## src/rtl/trc_evt_pkg.sv

```systemverilog
package trc_evt_pkg;

    // Architectural counts: four input selectors feed four trace events.
    localparam int NUM_SEL = 4;
    localparam int NUM_EVT = 4;

    // Synchronizer chain plus the history flop used for edge detection.
    typedef struct packed {
        logic s1;
        logic s2;
        logic s3;
    } sync_t;

    // Registered outputs of the block.
    typedef struct packed {
        logic [NUM_EVT-1:0] pulse;
        logic [NUM_EVT-1:0] bits;
        logic               valid;
    } out_t;

endpackage

```

## src/rtl/trc_evt_insel.sv

```systemverilog
module trc_evt_insel
    import trc_evt_pkg::*;
#(
    parameter int EXT_W = 4,
    parameter int MON_W = 32,
    parameter int SEL_W = 8
) (
    input  logic             clk_i,
    input  logic             rst_ni,
    input  logic [SEL_W-1:0] sel_i,
    input  logic [EXT_W-1:0] ext_i,
    input  logic [MON_W-1:0] mon_i,
    input  logic             mon_en_i,
    output logic             pulse_o
);

    logic  raw;
    sync_t sync_d, sync_q;

    // Single number space: external bits first, monitor bits at offset EXT_W.
    // Values past the end of the pool leave raw at zero.
    always_comb begin
        raw = 1'b0;
        for (int i = 0; i < EXT_W; i++) begin
            if (sel_i == SEL_W'(i)) raw = ext_i[i];
        end
        for (int j = 0; j < MON_W; j++) begin
            if (sel_i == SEL_W'(j + EXT_W)) raw = mon_i[j] & mon_en_i;
        end
    end

    always_comb begin
        sync_d    = sync_q;
        sync_d.s1 = raw;
        sync_d.s2 = sync_q.s1;
        sync_d.s3 = sync_q.s2;
    end

    always_ff @(posedge clk_i or negedge rst_ni) begin
        if (!rst_ni) sync_q <= '0;
        else         sync_q <= sync_d;
    end

    assign pulse_o = sync_q.s2 & ~sync_q.s3;


    no_double_pulse_chk: assert property (@(posedge clk_i) disable iff (!rst_ni)
        pulse_o |=> !pulse_o);


    mon_gate_chk: assert property (@(posedge clk_i) disable iff (!rst_ni)
        (!mon_en_i && (sel_i >= SEL_W'(EXT_W))) |=> !sync_q.s1);

endmodule

```

## src/rtl/trc_evt_route.sv

```systemverilog
module trc_evt_route
    import trc_evt_pkg::*;
#(
    parameter int NUM_RES = 8,
    parameter int GRP_W   = 4,
    parameter int RSEL_W  = 4,
    parameter int MAP_W   = 3
) (
    input  logic [NUM_SEL-1:0]        pulse_i,
    input  logic [NUM_RES*GRP_W-1:0]  rs_grp_i,
    input  logic [NUM_RES*RSEL_W-1:0] rs_sel_i,
    input  logic [NUM_EVT*MAP_W-1:0]  evmap_i,
    output logic [NUM_EVT-1:0]        evt_o
);

    logic [NUM_RES-1:0] rs_hit;

    // Resource selectors: only group 0 forwards an input selector pulse.
    for (genvar r = 0; r < NUM_RES; r++) begin : g_rs
        logic [GRP_W-1:0]  grp;
        logic [RSEL_W-1:0] idx;
        logic              hit;
        assign grp = rs_grp_i[r*GRP_W +: GRP_W];
        assign idx = rs_sel_i[r*RSEL_W +: RSEL_W];
        always_comb begin
            hit = 1'b0;
            for (int n = 0; n < NUM_SEL; n++) begin
                if (grp == '0 && idx == RSEL_W'(n)) hit = pulse_i[n];
            end
        end
        assign rs_hit[r] = hit;
    end

    // Event map: each event follows one resource selector.
    for (genvar e = 0; e < NUM_EVT; e++) begin : g_evt
        logic [MAP_W-1:0] map;
        logic             fire;
        assign map = evmap_i[e*MAP_W +: MAP_W];
        always_comb begin
            fire = 1'b0;
            for (int r = 0; r < NUM_RES; r++) begin
                if (map == MAP_W'(r)) fire = rs_hit[r];
            end
        end
        assign evt_o[e] = fire;
    end

endmodule

```

## src/rtl/trc_evt_sel.sv

```systemverilog
module trc_evt_sel
    import trc_evt_pkg::*;
#(
    parameter int EXT_W   = 4,
    parameter int MON_W   = 32,
    parameter int SEL_W   = 8,
    parameter int NUM_RES = 8,
    parameter int GRP_W   = 4,
    parameter int RSEL_W  = 4,
    parameter int MAP_W   = $clog2(NUM_RES)
) (
    input  logic                      clk_i,
    input  logic                      rst_ni,
    input  logic [EXT_W-1:0]          ext_i,
    input  logic [MON_W-1:0]          mon_i,
    input  logic                      mon_en_i,
    input  logic [NUM_SEL*SEL_W-1:0]  cfg_insel_i,
    input  logic [NUM_RES*GRP_W-1:0]  cfg_rs_grp_i,
    input  logic [NUM_RES*RSEL_W-1:0] cfg_rs_sel_i,
    input  logic [NUM_EVT*MAP_W-1:0]  cfg_evmap_i,
    input  logic [NUM_EVT-1:0]        cfg_evt_en_i,
    output logic [NUM_EVT-1:0]        evt_bits_o,
    output logic                      pkt_valid_o,
    output logic [NUM_EVT-1:0]        evt_pulse_o
);

    logic [NUM_SEL-1:0] sel_pulse;
    logic [NUM_EVT-1:0] evt_raw;
    out_t               out_d, out_q;

    for (genvar n = 0; n < NUM_SEL; n++) begin : g_in
        trc_evt_insel #(
            .EXT_W (EXT_W),
            .MON_W (MON_W),
            .SEL_W (SEL_W)
        ) u_insel (
            .clk_i    (clk_i),
            .rst_ni   (rst_ni),
            .sel_i    (cfg_insel_i[n*SEL_W +: SEL_W]),
            .ext_i    (ext_i),
            .mon_i    (mon_i),
            .mon_en_i (mon_en_i),
            .pulse_o  (sel_pulse[n])
        );
    end

    trc_evt_route #(
        .NUM_RES (NUM_RES),
        .GRP_W   (GRP_W),
        .RSEL_W  (RSEL_W),
        .MAP_W   (MAP_W)
    ) u_route (
        .pulse_i  (sel_pulse),
        .rs_grp_i (cfg_rs_grp_i),
        .rs_sel_i (cfg_rs_sel_i),
        .evmap_i  (cfg_evmap_i),
        .evt_o    (evt_raw)
    );

    always_comb begin
        out_d       = out_q;
        out_d.pulse = evt_raw;
        out_d.bits  = evt_raw & cfg_evt_en_i;
        out_d.valid = |(evt_raw & cfg_evt_en_i);
    end

    always_ff @(posedge clk_i or negedge rst_ni) begin
        if (!rst_ni) out_q <= '0;
        else         out_q <= out_d;
    end

    assign evt_bits_o  = out_q.bits;
    assign pkt_valid_o = out_q.valid;
    assign evt_pulse_o = out_q.pulse;


    masked_bits_chk: assert property (@(posedge clk_i) disable iff (!rst_ni)
        (evt_bits_o & ~$past(cfg_evt_en_i)) == '0);


    valid_match_chk: assert property (@(posedge clk_i) disable iff (!rst_ni)
        pkt_valid_o == (evt_bits_o != '0));


    bits_in_pulse_chk: assert property (@(posedge clk_i) disable iff (!rst_ni)
        (evt_bits_o & ~evt_pulse_o) == '0);

endmodule

```

## config.mk

```make
export PLATFORM = sky130hd
export DESIGN_NAME = trc_evt_sel
export DESIGN_NICKNAME = d
export VERILOG_FILES = /design/src/rtl/trc_evt_pkg.sv /design/src/rtl/trc_evt_insel.sv /design/src/rtl/trc_evt_route.sv /design/src/rtl/trc_evt_sel.sv
export SDC_FILE = /design/constraint.sdc
export NUM_CORES = 1
export LEC_CHECK = 0
export BUFFER_PORTS_ARGS = -buffer_cell sky130_fd_sc_hd__buf_2
export CORE_MARGIN = 4
export CORE_UTILIZATION = 49
export CTS_CLUSTER_DIAMETER = 120
export CTS_CLUSTER_SIZE = 25
export DETAILED_ROUTE_END_ITERATION = 10
export MAX_ROUTING_LAYER = met4
export PLACE_DENSITY = 0.83
export SYNTH_ARGS = -nofsm -noshare
export SYNTH_HDL_FRONTEND = slang
export SYNTH_SLANG_ARGS = --single-unit
```

## constraint.sdc

```tcl
create_clock -name clk_i -period 3.2 [get_ports clk_i]
set_clock_uncertainty 0.15 [all_clocks]
set_input_delay 0.64 -clock clk_i [delete_from_list [all_inputs] [get_ports clk_i]]
set_output_delay 0.64 -clock clk_i [all_outputs]
set_load 0.02 [all_outputs]
```

Word level (Yosys, flattened, before mapping) --
Cells that the tools add are included.
Operators by class: bitwise logic cells 41, reductions and logical operators 57, mux-type cells 208, equal/unequal tests 192
Operator list (count):
- equality test 8 x 5 -> 1 bit, second input constant | 64
- equality test 8 x 4 -> 1 bit, second input constant | 32
- 2-to-1 mux 1 bit | 208
- equality test 8 x 3 -> 1 bit, second input constant | 16
- equality test 8 x 6 -> 1 bit, second input constant | 16
- equality test 4 x 2 -> 1 bit, second input constant | 16
- equality test 8 x 2 -> 1 bit, second input constant | 8
- zero test 4 bit | 16
- equality test 3 bit, second input constant | 16
- AND 1 bit | 36
- equality test 4 x 1 -> 1 bit, second input constant | 8
- equality test 8 x 1 -> 1 bit, second input constant | 4
- logical AND 1 bit | 32
- zero test 8 bit | 4
- equality test 3 x 2 -> 1 bit, second input constant | 8
- equality test 3 x 1 -> 1 bit, second input constant | 4
- zero test 3 bit | 4
- AND 4 bit | 1
- inverter 1 bit | 4
- OR reduction 4 bit | 1
Storage, ports and cells: flip-flop bits (word level) 21, input bits 151, output and inout port bits 9

Depth between registers and ports, before layout --
depth after elaboration 37, depth in mapped cells 9, gate-level depth less buffers 7

Hierarchy --
Synthesis repeated with hierarchy kept, for this count alone.
Second synthesis, totals: cell total of the unflattened synthesis 429, area total of the unflattened synthesis 3455.8 um^2
Modules (own cells, without submodules):
- trc_evt_insel | times used 4, area an instance 626.9 um^2, cells each 82
- trc_evt_route | times used 1, area an instance 688.2 um^2, cells each 87
- trc_evt_sel | times used 1, area an instance 260.2 um^2, cells each 14

Worst setup path after synthesis --
No wires, ideal clock.
kind input port to flip-flop, start point in cfg_rs_sel_i[20], end point reg out_q, in the netlist pkt_valid_o, stages 6, setup time 0.139 ns, setup slack 0.635 ns, data arrival time 2.276 ns, path buffers 0, path through mux4_2 -> nor2_1 -> mux2_2 -> mux4_2 -> and2_4 -> or4_1
RTL lines:
- start, declared | line trc_evt_sel.sv:19 | input logic [NUM_RES*RSEL_W-1:0] cfg_rs_sel_i,
- end signal, assigned | line trc_evt_sel.sv:69 | else out_q <= out_d;
- end, declared | line trc_evt_sel.sv:29 | out_t out_d, out_q;

==> run summary <==
Die H: 92.0 um
Synth async-reset ratio: 100%
Pin count of the biggest net entering global routing: 25
Row Count: 30
Maximum vdd drop: 131 uV
Gr usage total: 29.9%
Post-synth EDFFs: 0
Crit Path Max Fanout: 4
#FFs+latches synth: 21
Max Slew Vio Count: 0
Total gr overflow: 0
Sink Count: 21
First-pass iteration count of the detailed router: 6
Setup TNS: 0 ns
Total number of vias: 4420
IO Pins: 160
Syn nets: 598
Detailed Route WL: 12.9 mm
Port buffer count: 159
1st-iter DRT viols: 485
Max stage delay on crit path: 0.60 ns
Status: finished, final reports clean
Drt wl/cell: 19.1 um
Initial antenna violation count: 0
Pwr per Cell Area: 212 nW/um^2
FF-to-FF setup slack: 0.68 ns
P&R area growth vs syn: 24.8%
Hold crit path type: input pin to asynchronous set/reset pin
CP Buf/Inv Count: 1
Leakage: 1.87 nW
Clock buffer count from CTS: 3
Library cells used by synthesis: 67
Final core utilization: 63.2%
Post-layout min period: 2.53 ns
CTS tree: done
Primary FF master, synth: dfrtp_1
WP data arrival: 2.59 ns
CP endpoint kind: flop
Final std cells w/o fill: 677
Detailed Place HPWL: 10.3 mm
Reg clk slew, reported paths: 0.09 ns
Final hold vios: 0
Routed vias/inst: 6.53
R2R cell count: 7
Max Clock Freq: 395 MHz
Leading cell type in the layout, fill and taps excluded: buf_2
Max_cap viols: 0
Fill count: 638
Drc violations: 0
Synth Instances: 447
Most frequent cells in the layout: 159 x buf_2, 49 x nand2_1, 32 x a21oi_1
Worst-skew pair later-pin latency: 0.27 ns
Slew HR: 53.6%
Layout Nets: 733
Crit-path cells: buf_2 > or4_1 > nor4_1 > mux2_2 > mux4_2 > and2_4 > or4_1
Final Setup Violations: 0
WP data required: 3.25 ns
GP Congestion: 0.991
Critical path startpoint category: input pin
Mapped Avg Cell Area: 7.74 sq um
Slowest-stage cell, CP: nor4_1
Quantity of gates resized following cts: 0
Vias in the first global route: 4041
Final critical-path share of the clock period: 79.2%
Synth warn: 0
DRT antenna net count: 0
WS Path Type: input pin to flop
Die X: 92.0 um
Share of post-route cells with drive strength above 1: 35.6%
Slew @ Worst Pin: 0.689 ns
Number of H-tree levels: 1
First-pass GRT wire length: 20.2 mm
Placed Cells incl. Taps: 673
Part of the Yosys area used for sequential elements: 15.2%
RR Endpoint: pkt_valid_o
Worst R2R Start: g_in[3].u_insel.sync_q[0]
Starting density of the core: 50.6%
Deepest clock path buffer count: 2
Core Region: 6830 sq um
CP delay by family, top: simple AND/OR/NAND/NOR gates
Mapped cell area: 3460 sq um
Root Driver: clkbuf_8
RSZ-0062 raised after global routing: no
Cell mode on critical path: or4_1
Die ar.: 8470 sq um
Postcts setup bufs: 0
CTS hold repair buffers: 0
Diodes inserted: 0
==> worst max path at each step <==
stage	start	endpoint	slack (ns)	depth (start not counted)
6_report	cfg_rs_grp_i[9]	pkt_valid_o	0.67	7
2_1_floorplan	cfg_rs_sel_i[20]	pkt_valid_o	0.64	6
4_1_cts	g_in[3].u_insel.sync_q[0]	pkt_valid_o	0.65	7
3_3_place_gp	cfg_rs_grp_i[9]	pkt_valid_o	0.44	7
3_5_place_dp	cfg_rs_grp_i[9]	pkt_valid_o	0.37	7
5_1_grt	g_in[3].u_insel.sync_q[0]	pkt_valid_o	0.55	7
==> logic make-up after synthesis <==
family | Yosys count | synth area share [%]
and+or+nand+nor | 183 | 28.9
xor gates and xnor gates | 2 | 0.506
AOI/OAI and AO/OA | 145 | 28.2
muxes | 52 | 22.2
buffers and inverters | 44 | 4.99
DFF | 21 | 15.2
==> report_power, final <==
| group | internal, mW | switching (mW) | leakage, nW |
|---|---|---|---|
| Clock | 0.0869 | 0.0943 | 0.0255 |
| Combinational | 0.202 | 0.253 | 1.56 |
| Sequential | 0.276 | 0.00447 | 0.287 |
==> state kept, by name (all words and copies together) (netlist names) <==
| name | cells |
|---|---|
| evt_pulse_o | 4 |
| g_in.u_insel.sync_q | 4 |
| g_in.u_insel.sync_d | 8 |
| pkt_valid_o | 1 |
| evt_bits_o | 4 |
==> through the flow <==
stage                     power (mW)  instance area, sq um  hold slack (ns)  worst slack, ns
after floorplan                0.536                  3460            0.181            0.635
after global placement         0.720                  4270            0.183            0.441
after detailed placement       0.727                  4270            0.187            0.372
after CTS                      0.911                  4320            0.181            0.650
after global routing           0.976                  4320            0.191            0.552
final                          0.916                  4320            0.175            0.667
==> synthesized netlist by cell type (12+ instances only) <==
library cell,instances,area (sq um)
nor2_1,29,109
nor4_1,13,81.3
inv_1,12,45.0
a21oi_1,32,160
mux2_2,15,169
nand3_1,14,70.1
nor3_1,14,70.1
mux2i_1,19,190
nor2b_1,13,81.3
o21ai_0,29,145
mux4_2,17,383
clkbuf_1,21,78.8
nand2_1,49,184
dfrtp_1,21,526
==> routing by layer <==
metal | wire length, um | vias to the layer above | global-route usage, %
met5 | 0 | - | -
met3 | 1410 | 37 | 6.07
met1 | 5100 | 2065 | 40.4
met2 | 6130 | 293 | 47.0
met4 | 283 | 0 | 5.45
li1 | - | 2025 | -
==> final cells by class <==
cell class | instances | area (sq um) | area share [%]
clock buffer | 3 | 41.3 | 0.957
clock inverter | 1 | 5.00 | 0.116
inverter | 12 | 45.0 | 1.04
multi-input combinational | 382 | 2760 | 64.0
sequential | 21 | 526 | 12.2
tap | 96 | 120 | 2.78
timing repair buffer | 162 | 818 | 19.0
Power figures use the tool's default switching activity.
